### src/rtl/fir_grp_pkg.sv
package fir_grp_pkg;
  localparam int MAX_TAPS = 16;
  typedef int coef_t [MAX_TAPS];

  function automatic int iabs(input int v);
    return (v < 0) ? -v : v;
  endfunction

  function automatic int abs_sum(input coef_t c, input int lo, input int hi);
    int s;
    s = 0;
    for (int k = lo; k <= hi; k++) s += iabs(c[k]);
    return s;
  endfunction

  function automatic int acc_width(input int wx, input int s);
    return wx + $clog2(s) + 1;
  endfunction

  function automatic bit pair_mode(input int l);
    return l == 2;
  endfunction

  function automatic int num_groups(input int nt, input int l);
    return pair_mode(l) ? 1 + nt / 2 : (nt + l - 1) / l;
  endfunction

  function automatic int num_cols(input int l);
    return pair_mode(l) ? 2 : l;
  endfunction

  function automatic int grp_first(input int g, input int l);
    if (pair_mode(l)) return (g == 0) ? 0 : 2 * g - 1;
    return g * l;
  endfunction

  function automatic int grp_last(input int g, input int nt, input int l);
    int e;
    e = pair_mode(l) ? ((g == 0) ? 0 : 2 * g) : g * l + l - 1;
    return (e > nt - 1) ? nt - 1 : e;
  endfunction

  // column = input delay in samples seen by this tap's multiplier
  function automatic int tap_col(input int k, input int l);
    if (pair_mode(l)) return (k == 0) ? 0 : (k - 1) % 2;
    return k % l;
  endfunction

  // lowest tap on the same column with equal magnitude builds the product
  function automatic int tap_owner(input coef_t c, input int k, input int l);
    for (int j = 0; j < k; j++)
      if (tap_col(j, l) == tap_col(k, l) && iabs(c[j]) == iabs(c[k])) return j;
    return k;
  endfunction
endpackage

### src/rtl/fir_col_delay.sv
module fir_col_delay #(
  parameter int W_X    = 8,
  parameter int N_COLS = 2
) (
  input  logic                  clk_i,
  input  logic                  rst_ni,
  input  logic                  en_i,
  input  logic signed [W_X-1:0] x_i,
  output logic signed [W_X-1:0] col_o [N_COLS]
);
  assign col_o[0] = x_i;

  if (N_COLS > 1) begin : g_line
    logic signed [W_X-1:0] q [N_COLS-1];

    always_ff @(posedge clk_i or negedge rst_ni) begin
      if (!rst_ni) begin
        for (int i = 0; i < N_COLS - 1; i++) q[i] <= '0;
      end else if (en_i) begin
        q[0] <= x_i;
        for (int i = 1; i < N_COLS - 1; i++) q[i] <= q[i-1];
      end
    end

    for (genvar c = 1; c < N_COLS; c++) begin : g_tap
      assign col_o[c] = q[c-1];
    end
  end
endmodule

### src/rtl/fir_shift_add.sv
module fir_shift_add #(
  parameter int W_X    = 8,
  parameter int W_P    = 16,
  parameter int COEF_W = 8,
  parameter int MAG    = 13
) (
  input  logic signed [W_X-1:0] x_i,
  output logic signed [W_P-1:0] p_o
);
  logic signed [W_P-1:0] xe;
  assign xe = {{(W_P-W_X){x_i[W_X-1]}}, x_i};

  // constant bits fold away: one adder per set bit, shifts are wiring
  always_comb begin
    p_o = '0;
    for (int b = 0; b < COEF_W; b++)
      if (((MAG >> b) & 1) != 0) p_o = p_o + (xe <<< b);
  end
endmodule

### src/rtl/fir_local_tree.sv
module fir_local_tree #(
  parameter int N_IN = 2,
  parameter int W_IN = 16,
  parameter int W_S  = 12
) (
  input  logic signed [W_IN-1:0] in_i [N_IN],
  output logic signed [W_S-1:0]  sum_o
);
  localparam int P = (N_IN <= 1) ? 1 : (1 << $clog2(N_IN));

  logic signed [W_S-1:0] node [2*P-1];

  for (genvar j = 0; j < P; j++) begin : g_leaf
    if (j < N_IN) begin : g_used
      assign node[P-1+j] = W_S'(in_i[j]);
    end else begin : g_pad
      assign node[P-1+j] = '0;
    end
  end

  for (genvar i = 0; i < P - 1; i++) begin : g_add
    assign node[i] = node[2*i+1] + node[2*i+2];
  end

  assign sum_o = node[0];
endmodule

### src/rtl/fir_grouped.sv
module fir_grouped
  import fir_grp_pkg::*;
#(
  parameter int    W_X    = 8,
  parameter int    N_TAPS = 9,
  parameter int    L      = 2,
  parameter int    COEF_W = 8,
  parameter coef_t COEF   = '{0: 6, 1: 13, 2: 22, 3: -28, 4: 50, 5: -28, 6: 22, 7: 13, 8: 6,
                              default: 0},
  localparam int   W_Y    = acc_width(W_X, abs_sum(COEF, 0, N_TAPS - 1))
) (
  input  logic                  clk_i,
  input  logic                  rst_ni,
  input  logic                  valid_i,
  input  logic signed [W_X-1:0] x_i,
  output logic                  valid_o,
  output logic signed [W_Y-1:0] y_o
);
  localparam int N_COLS = num_cols(L);
  localparam int N_GRP  = num_groups(N_TAPS, L);
  localparam int W_P    = W_X + COEF_W;

  logic signed [W_X-1:0] x_col [N_COLS];
  logic signed [W_P-1:0] mag_p [N_TAPS];
  logic signed [W_P-1:0] s_p   [N_TAPS];
  logic signed [W_Y-1:0] chain [N_GRP];

  fir_col_delay #(.W_X(W_X), .N_COLS(N_COLS)) u_cols (
    .clk_i (clk_i),
    .rst_ni(rst_ni),
    .en_i  (valid_i),
    .x_i   (x_i),
    .col_o (x_col)
  );

  for (genvar k = 0; k < N_TAPS; k++) begin : g_tap
    localparam int OWN = tap_owner(COEF, k, L);
    localparam int COL = tap_col(k, L);
    if (OWN == k) begin : g_mul
      fir_shift_add #(.W_X(W_X), .W_P(W_P), .COEF_W(COEF_W), .MAG(iabs(COEF[k]))) u_mul (
        .x_i(x_col[COL]),
        .p_o(mag_p[k])
      );
    end else begin : g_reuse
      assign mag_p[k] = mag_p[OWN];
    end
    assign s_p[k] = (COEF[k] < 0) ? -mag_p[k] : mag_p[k];
  end

  for (genvar g = 0; g < N_GRP; g++) begin : g_grp
    localparam int F   = grp_first(g, L);
    localparam int LST = grp_last(g, N_TAPS, L);
    localparam int NG  = LST - F + 1;
    localparam int W_G = acc_width(W_X, abs_sum(COEF, F, LST));

    logic signed [W_P-1:0] leaf [NG];
    logic signed [W_G-1:0] gsum;

    for (genvar j = 0; j < NG; j++) begin : g_leaf
      assign leaf[j] = s_p[F+j];
    end

    fir_local_tree #(.N_IN(NG), .W_IN(W_P), .W_S(W_G)) u_tree (
      .in_i (leaf),
      .sum_o(gsum)
    );

    if (g == N_GRP - 1) begin : g_tail
      assign chain[g] = W_Y'(gsum);
    end else begin : g_link
      // delay between group starts keeps every tap aligned to its sample
      localparam int D = grp_first(g + 1, L) - F;
      logic signed [W_Y-1:0] dly [D];

      always_ff @(posedge clk_i or negedge rst_ni) begin
        if (!rst_ni) begin
          for (int i = 0; i < D; i++) dly[i] <= '0;
        end else if (valid_i) begin
          dly[0] <= chain[g+1];
          for (int i = 1; i < D; i++) dly[i] <= dly[i-1];
        end
      end

      assign chain[g] = W_Y'(gsum) + dly[D-1];
    end
  end

  always_ff @(posedge clk_i or negedge rst_ni) begin
    if (!rst_ni) begin
      y_o     <= '0;
      valid_o <= 1'b0;
    end else begin
      valid_o <= valid_i;
      if (valid_i) y_o <= chain[0];
    end
  end
endmodule

### config.mk
export PLATFORM = sky130hd
export DESIGN_NAME = fir_grouped
export DESIGN_NICKNAME = d
export VERILOG_FILES = /design/src/rtl/fir_grp_pkg.sv /design/src/rtl/fir_col_delay.sv /design/src/rtl/fir_shift_add.sv /design/src/rtl/fir_local_tree.sv /design/src/rtl/fir_grouped.sv
export SDC_FILE = /design/constraint.sdc
export NUM_CORES = 1
export LEC_CHECK = 0
export CORE_AREA = 2 2 172 174
export DETAILED_ROUTE_END_ITERATION = 6
export DIE_AREA = 0 0 174 176
export DONT_BUFFER_PORTS = 1
export HOLD_SLACK_MARGIN = 0.05
export PLACE_DENSITY = 0.51
export SETUP_SLACK_MARGIN = 0.2
export SLEW_MARGIN = 10
export SYNTH_ARGS = -nofsm -noshare
export SYNTH_HDL_FRONTEND = slang
export SYNTH_SLANG_ARGS = --single-unit
### constraint.sdc
create_clock -name clk_i -period 6.1 [get_ports clk_i]
set_clock_uncertainty 0.05 [all_clocks]
set_input_delay 1.525 -clock clk_i [delete_from_list [all_inputs] [get_ports clk_i]]
set_output_delay 1.525 -clock clk_i [all_outputs]
set_load 0.05 [all_outputs]
**Word-level counts from Yosys, hierarchy flattened**

Cells that the tools add are included.

- $add $sub $neg: 18

Operator list:

| kind | number |
|---|---|
| $add A9 B10 Y11 | 2 |
| $add A11 B17 Y17 | 1 |
| $add A14 B17 Y17 | 1 |
| $add A16 B17 Y17 | 1 |
| $add A15 B13 Y16 | 1 |
| $add A16 B14 Y16 | 1 |
| $neg A16 Y16 | 1 |
| $add A15 B13 Y15 | 1 |
| $add A12 B13 Y14 | 1 |
| $add A13 B13 Y14 | 1 |
| $add A11 B12 Y13 | 1 |
| $add A12 B11 Y13 | 1 |
| $add A12 B12 Y13 | 1 |
| $add A9 B12 Y13 | 1 |
| $add A10 B11 Y12 | 1 |
| $add A11 B11 Y12 | 1 |
| $add A8 B10 Y11 | 1 |

- Bits in registers: 137
- Input port bits: 11
- Word-level logic and storage cells: 28

**Depth between registers and ports, before layout**

- Depth after elaboration: 5
- Depth in mapped cells: 26
- Depth with buffers taken out: 26

**Cells and area by module**

A second synthesis with hierarchy kept.

- Cells, all modules: 1493
- Area, all modules: 13967.1 µm²

By module, submodules not included:

| module | area an instance (µm²) | cells an instance | instances | seq. area each (µm²) |
|---|---|---|---|---|
| fir_grouped | 7957.6 | 752 | 1 | 3228.1 |
| fir_local_tree (g_grp[1].u_tree ...) | 663.1 | 86 | 2 | 0.0 |
| fir_local_tree (g_grp[4].u_tree) | 749.5 | 110 | 1 | 0.0 |
| fir_local_tree (g_grp[2].u_tree) | 724.4 | 98 | 1 | 0.0 |
| fir_shift_add (g_tap[0].g_mul.u_mul ...) | 350.3 | 46 | 2 | 0.0 |
| fir_shift_add (g_tap[2].g_mul.u_mul) | 583.1 | 69 | 1 | 0.0 |
| fir_shift_add (g_tap[1].g_mul.u_mul) | 489.2 | 55 | 1 | 0.0 |
| fir_shift_add (g_tap[4].g_mul.u_mul) | 480.5 | 57 | 1 | 0.0 |
| fir_shift_add (g_tap[3].g_mul.u_mul) | 474.2 | 51 | 1 | 0.0 |
| fir_col_delay | 391.6 | 25 | 1 | 200.2 |
| fir_local_tree (g_grp[0].u_tree) | 90.1 | 12 | 1 | 0.0 |

**Worst setup path before layout**

Ideal clock, no wire load.

- Kind: input to register
- Start: input port x_i[0]
- End: register g_grp[1].g_link.dly[33] in the netlist's numbering
- Setup slack: -0.892 ns
- Path buffers: 0
- Setup time: 0.090 ns
- Arrival: 6.852 ns
- Stages on the path: 23
- Path through: fa_1 -> ha_1 -> inv_1 -> fa_1 -> nor2b_1 -> nand3_1 -> or3_1 -> and2_1 -> fa_1 -> inv_1 -> fa_1 -> inv_1 -> ha_1 -> a21boi_0 -> o21ai_0 -> a21oi_1 -> or4_1 -> o211ai_1 -> ha_1 -> a21oi_1 -> nand3_1 -> o21bai_1 -> o221ai_1

- Longest elaborated chain between the ends: 5

RTL lines:

| element | RTL line | RTL |
|---|---|---|
| from (decl) | fir_grouped.sv:15 | `input logic signed [W_X-1:0] x_i,` |
| $add A10 B11 Y12 | fir_shift_add.sv:17 | `if (((MAG >> b) & 1) != 0) p_o = p_o + (xe <<< b);` |
| $add A12 B12 Y13 (*) | fir_shift_add.sv:17 |  |
| $neg A16 Y16 (*) | - |  |
| $add A16 B14 Y16 (*) | fir_local_tree.sv:22 | `assign node[i] = node[2*i+1] + node[2*i+2];` |
| $add A16 B17 Y17 (*) | fir_grouped.sv:84 | `assign chain[g] = W_Y'(gsum) + dly[D-1];` |
| to (decl) | fir_grouped.sv:73 | `logic signed [W_Y-1:0] dly [D];` |

Every way passes the cells marked *; elsewhere a longest branch is shown, timed or not.
A chain may end at the register's enable or synchronous reset.

**Worst setup path in the final report**

- Start: input port x_i[0]
- End: register g_grp[1].g_link.dly[28] in the netlist's numbering

The elaborated chain is that of the path after synthesis.

==> metrics.txt <==
# TYPE chip_impl_metric gauge
chip_impl_metric{name="layout.nets",unit=""} 1432
chip_impl_metric{name="post-route-drc-count",unit=""} 0
chip_impl_info{name="critical_path_class",value="in -> reg"} 1
chip_impl_metric{name="regArea",unit="µm²"} 3350
chip_impl_metric{name="core-area",unit="µm²"} 28500
chip_impl_metric{name="synth_area_per_cell",unit="µm²"} 10.0
chip_impl_metric{name="cts.sinks",unit=""} 134
chip_impl_info{name="tritoncts",value="yes"} 1
chip_impl_metric{name="global_route_total_usage_across_every_layer",unit="%"} 19.2
chip_impl_info{name="violations",value="negative setup slack"} 1
chip_impl_info{name="synth_top_cells_by_area",value="sky130_fd_sc_hd__dfrtp_1 30%, sky130_fd_sc_hd__ha_1 15%, sky130_fd_sc_hd__fa_1 10%, sky130_fd_sc_hd__mux2_2 8.1%, sky130_fd_sc_hd__xnor2_1 6.0%"} 1
chip_impl_metric{name="cts_hold_buffers",unit=""} 0
chip_impl_metric{name="post-route-period-util",unit="%"} 108
chip_impl_metric{name="synth_enable_flop_cells",unit=""} 0
chip_impl_metric{name="final_antenna_net_count",unit=""} 0
chip_impl_metric{name="yosys.area.top_type_share",unit="%"} 29.6
chip_impl_info{name="min-delay-path-class",value="reg -> reg"} 1
chip_impl_info{name="synth_largest_area_cell",value="sky130_fd_sc_hd__dfrtp_1"} 1
chip_impl_metric{name="synth_seq_cells",unit=""} 134
chip_impl_metric{name="routed_wire_length",unit="mm"} 27.7
chip_impl_metric{name="dp.cells",unit=""} 1580
chip_impl_metric{name="post_synth_inst_count",unit=""} 1126
chip_impl_metric{name="slew-limit-headroom",unit="%"} 60.9
chip_impl_metric{name="io-pin-count",unit=""} 29
chip_impl_metric{name="die_height",unit="µm"} 176
chip_impl_metric{name="setup-tns-final",unit="ns"} -2.73
chip_impl_metric{name="yosysUniqueCellTypes",unit=""} 59
chip_impl_metric{name="gpl.final_weighted_congestion",unit=""} 0.841
chip_impl_info{name="clockRootBuffer",value="sky130_fd_sc_hd__clkbuf_16"} 1
chip_impl_metric{name="grt_start_max_net_pins",unit=""} 153
chip_impl_metric{name="ys_async_sr_fraction",unit="%"} 100
chip_impl_metric{name="filler_cells_inserted",unit=""} 2771
chip_impl_metric{name="fmax",unit="GHz"} 0.152
chip_impl_metric{name="report.final.setup_viol",unit=""} 7
chip_impl_metric{name="drt_first_iter_violations",unit=""} 397
chip_impl_metric{name="clk_latency",unit="ns"} 0.43
chip_impl_info{name="critPathLaunchType",value="input port"} 1
chip_impl_info{name="grt_setup_unrepaired",value="true"} 1
chip_impl_info{name="setup.worst_path.end_class",value="register"} 1
chip_impl_metric{name="via_count",unit=""} 8339
chip_impl_metric{name="initial_antenna_violation_count",unit=""} 0
chip_impl_metric{name="crit_arrival",unit="ns"} 6.83
chip_impl_metric{name="finalWorstSetupSlack",unit="ns"} -0.470
chip_impl_metric{name="area_delta_synth_final",unit="%"} 20.8
chip_impl_metric{name="syn-cell-area",unit="µm²"} 11300
chip_impl_metric{name="placement_rows",unit=""} 62
chip_impl_metric{name="multi_input_logic_area",unit="µm²"} 8090
chip_impl_metric{name="post-dp-hpwl",unit="mm"} 20.1
chip_impl_metric{name="worstPathMaxFanout",unit=""} 14
chip_impl_metric{name="number_of_buffers_created_by_cts",unit=""} 17
chip_impl_metric{name="insertedDiodeCount",unit=""} 0
chip_impl_metric{name="die-area",unit="µm²"} 30600
chip_impl_metric{name="grt-ovfl-total",unit=""} 0
chip_impl_metric{name="layout_min_cycle_time",unit="ns"} 6.57
chip_impl_metric{name="floorplan.initialDensity",unit="%"} 39.6
chip_impl_metric{name="clock_tree.htree_level_count",unit=""} 4
chip_impl_metric{name="synth-seq-area-share",unit="%"} 29.6
chip_impl_metric{name="grt_pass1_wl",unit="mm"} 46.0
chip_impl_metric{name="routed_wire_length_per_instance",unit="µm"} 17.1
chip_impl_metric{name="pre_antenna_drt_iters",unit=""} 5
chip_impl_info{name="run_status",value="finished, violations left"} 1
chip_impl_metric{name="synth_warnings",unit=""} 0
chip_impl_metric{name="port_buffers",unit=""} 0
chip_impl_metric{name="post_layout_nonfiller_instances",unit=""} 1623
chip_impl_info{name="synth_top_flop_cell",value="sky130_fd_sc_hd__dfrtp_1"} 1
chip_impl_metric{name="timing.final.hold_violations",unit=""} 0
chip_impl_metric{name="post-route-util",unit="%"} 47.9
chip_impl_metric{name="fin_max_slew_vios",unit=""} 0
chip_impl_metric{name="drt-vias-per-instance",unit=""} 5.14
chip_impl_metric{name="grt_pass1_vias",unit=""} 8415
chip_impl_metric{name="max-clock-path-buffers",unit=""} 2
chip_impl_metric{name="cap_viol_max_count",unit=""} 0
chip_impl_metric{name="timing.critical_path.required",unit="ns"} 6.36
chip_impl_metric{name="clk_transition_reported_paths",unit="ns"} 0.06
chip_impl_metric{name="final_layout_size_suffix_gt1_share",unit="%"} 25.0
chip_impl_metric{name="die_width",unit="µm"} 174
chip_impl_metric{name="max_slew.worst_pin.slew",unit="ns"} 0.587
chip_impl_metric{name="synth_nets",unit=""} 1331
-- cell type report --
| type | count | share of cell area, % |
|---|---|---|
| timing repair buffer | 105 | 5.85 |
| clock inverter | 8 | 0.714 |
| tap | 384 | 3.51 |
| multi-input combinational | 873 | 59.2 |
| inverter | 96 | 2.64 |
| clock buffer | 23 | 3.57 |
| sequential | 134 | 24.5 |
-- worst max-delay path, stage by stage --
cell	delay [ns]
sky130_fd_sc_hd__fa_1	0.53
sky130_fd_sc_hd__ha_2	0.19
sky130_fd_sc_hd__inv_2	0.04
sky130_fd_sc_hd__fa_2	0.36
sky130_fd_sc_hd__nand2b_4	0.17
sky130_fd_sc_hd__a21oi_2	0.13
sky130_fd_sc_hd__xor2_1	0.35
sky130_fd_sc_hd__o21ai_0	0.19
sky130_fd_sc_hd__and2_4	0.21
sky130_fd_sc_hd__fa_1	0.47
sky130_fd_sc_hd__inv_1	0.05
sky130_fd_sc_hd__fa_1	0.48
sky130_fd_sc_hd__inv_2	0.04
sky130_fd_sc_hd__ha_4	0.21
sky130_fd_sc_hd__a21boi_4	0.14
sky130_fd_sc_hd__o21ai_2	0.17
sky130_fd_sc_hd__nand2_1	0.08
sky130_fd_sc_hd__xor2_1	0.17
sky130_fd_sc_hd__ha_1	0.33
sky130_fd_sc_hd__o211a_1	0.17
sky130_fd_sc_hd__a41oi_4	0.21
sky130_fd_sc_hd__and2_4	0.18
sky130_fd_sc_hd__xnor2_2	0.05
sky130_fd_sc_hd__buf_4	0.12
sky130_fd_sc_hd__mux2_4	0.24
-- synth_stat cells (2+ instances only) --
| master | count |
|---|---|
| sky130_fd_sc_hd__ha_1 | 137 |
| sky130_fd_sc_hd__dfrtp_1 | 134 |
| sky130_fd_sc_hd__inv_1 | 95 |
| sky130_fd_sc_hd__mux2_2 | 81 |
| sky130_fd_sc_hd__xnor2_1 | 78 |
| sky130_fd_sc_hd__a21oi_1 | 72 |
| sky130_fd_sc_hd__nor2_1 | 69 |
| sky130_fd_sc_hd__o21ai_0 | 59 |
| sky130_fd_sc_hd__fa_1 | 57 |
| sky130_fd_sc_hd__nand2_1 | 51 |
| sky130_fd_sc_hd__a21o_1 | 26 |
| sky130_fd_sc_hd__clkbuf_1 | 22 |
| sky130_fd_sc_hd__nor3_1 | 22 |
| sky130_fd_sc_hd__o21a_1 | 21 |
| sky130_fd_sc_hd__nor2b_1 | 20 |
| sky130_fd_sc_hd__a211oi_1 | 18 |
| sky130_fd_sc_hd__xor2_1 | 15 |
| sky130_fd_sc_hd__nand2b_1 | 12 |
| sky130_fd_sc_hd__nand3_1 | 12 |
| sky130_fd_sc_hd__o21bai_1 | 12 |
| sky130_fd_sc_hd__o211ai_1 | 11 |
| sky130_fd_sc_hd__o31ai_1 | 11 |
| sky130_fd_sc_hd__or3_1 | 10 |
| sky130_fd_sc_hd__a211o_1 | 5 |
| sky130_fd_sc_hd__a31oi_1 | 5 |
| sky130_fd_sc_hd__nand4_1 | 5 |
| sky130_fd_sc_hd__o2bb2ai_1 | 5 |
| sky130_fd_sc_hd__a21boi_0 | 4 |
| sky130_fd_sc_hd__a31o_2 | 4 |
| sky130_fd_sc_hd__a41oi_1 | 4 |
| sky130_fd_sc_hd__nand3b_1 | 4 |
| sky130_fd_sc_hd__nor3b_1 | 4 |
| sky130_fd_sc_hd__nor4_1 | 4 |
| sky130_fd_sc_hd__or2_2 | 4 |
| sky130_fd_sc_hd__and2_1 | 3 |
| sky130_fd_sc_hd__o311ai_0 | 3 |
| sky130_fd_sc_hd__o31a_1 | 3 |
| sky130_fd_sc_hd__mux2i_1 | 2 |
| sky130_fd_sc_hd__o41ai_1 | 2 |
-- final timing paths --
check                           slack, ns                    start                       to  cells past startpoint
worst min register to register       0.44  g_grp[3].g_link.dly[24]  g_grp[3].g_link.dly[24]                      1
worst max register to register       0.75       u_cols.g_line.q[2]  g_grp[2].g_link.dly[31]                     24
min in group asynchronous            0.74                   rst_ni  g_grp[1].g_link.dly[17]                      0
max in group asynchronous            5.03                   rst_ni  g_grp[1].g_link.dly[29]                      0
worst min-delay path                 0.44  g_grp[3].g_link.dly[24]  g_grp[3].g_link.dly[24]                      1
worst max-delay path                -0.47                   x_i[0]  g_grp[1].g_link.dly[28]                     25
-- cell usage in the layout, fill, tap and decap left out, types with 54 or more instances in the layout --
cell / count
sky130_fd_sc_hd__inv_1: 91
sky130_fd_sc_hd__xnor2_1: 71
sky130_fd_sc_hd__a21oi_1: 54
sky130_fd_sc_hd__buf_4: 102
sky130_fd_sc_hd__ha_1: 125
sky130_fd_sc_hd__dfrtp_1: 134
sky130_fd_sc_hd__nor2_1: 65
sky130_fd_sc_hd__o21ai_0: 54
sky130_fd_sc_hd__mux2_2: 78
sky130_fd_sc_hd__fa_1: 55
-- cells by family after synthesis --
logic type	share of synthesized area, %
AO/OA/AOI/OAI	16.2
adder cells (fa/ha/maj)	25.2
flip-flops	29.6
AND/OR/NAND/NOR	9.54
buffers and inverters	3.95
multiplexers	8.24
XOR/XNOR	7.20
-- layer usage --
layer  global-route usage (%)  vias to the layer above  wire [µm]
li1                         -                     4193          -
met1                     27.9                     4042      14100
met2                     29.9                       86      12700
met3                     2.91                       18        595
met4                     4.76                        0        298
met5                        0                        -          0
-- sequential cells by signal (all words and copies together) (netlist names) --
name / flops
g_grp.g_link.dly: 108
y_o: 17
u_cols.g_line.q: 8
valid_o: 1
-- timing repair --
action                     4_1_cts  5_1_grt
setup endpoints to repair       10       14
resized for setup               50       39
setup buffers                    9        3
pin swaps                       41       24
-- metrics by stage --
step / setup slack (ns) / hold slack, ns / instance area, µm²
after floorplan: -0.605 / 0.396 / 11400
after global placement: -0.948 / 0.420 / 12500
after detailed placement: -0.993 / 0.423 / 12500
after CTS: -0.440 / 0.441 / 13400
after global routing: -0.713 / 0.451 / 13700
final: -0.470 / 0.437 / 13700
Power is left out: the tool's default activity adds up to more than one toggle a clock period on the data nets, which glitch-free logic cannot reach.
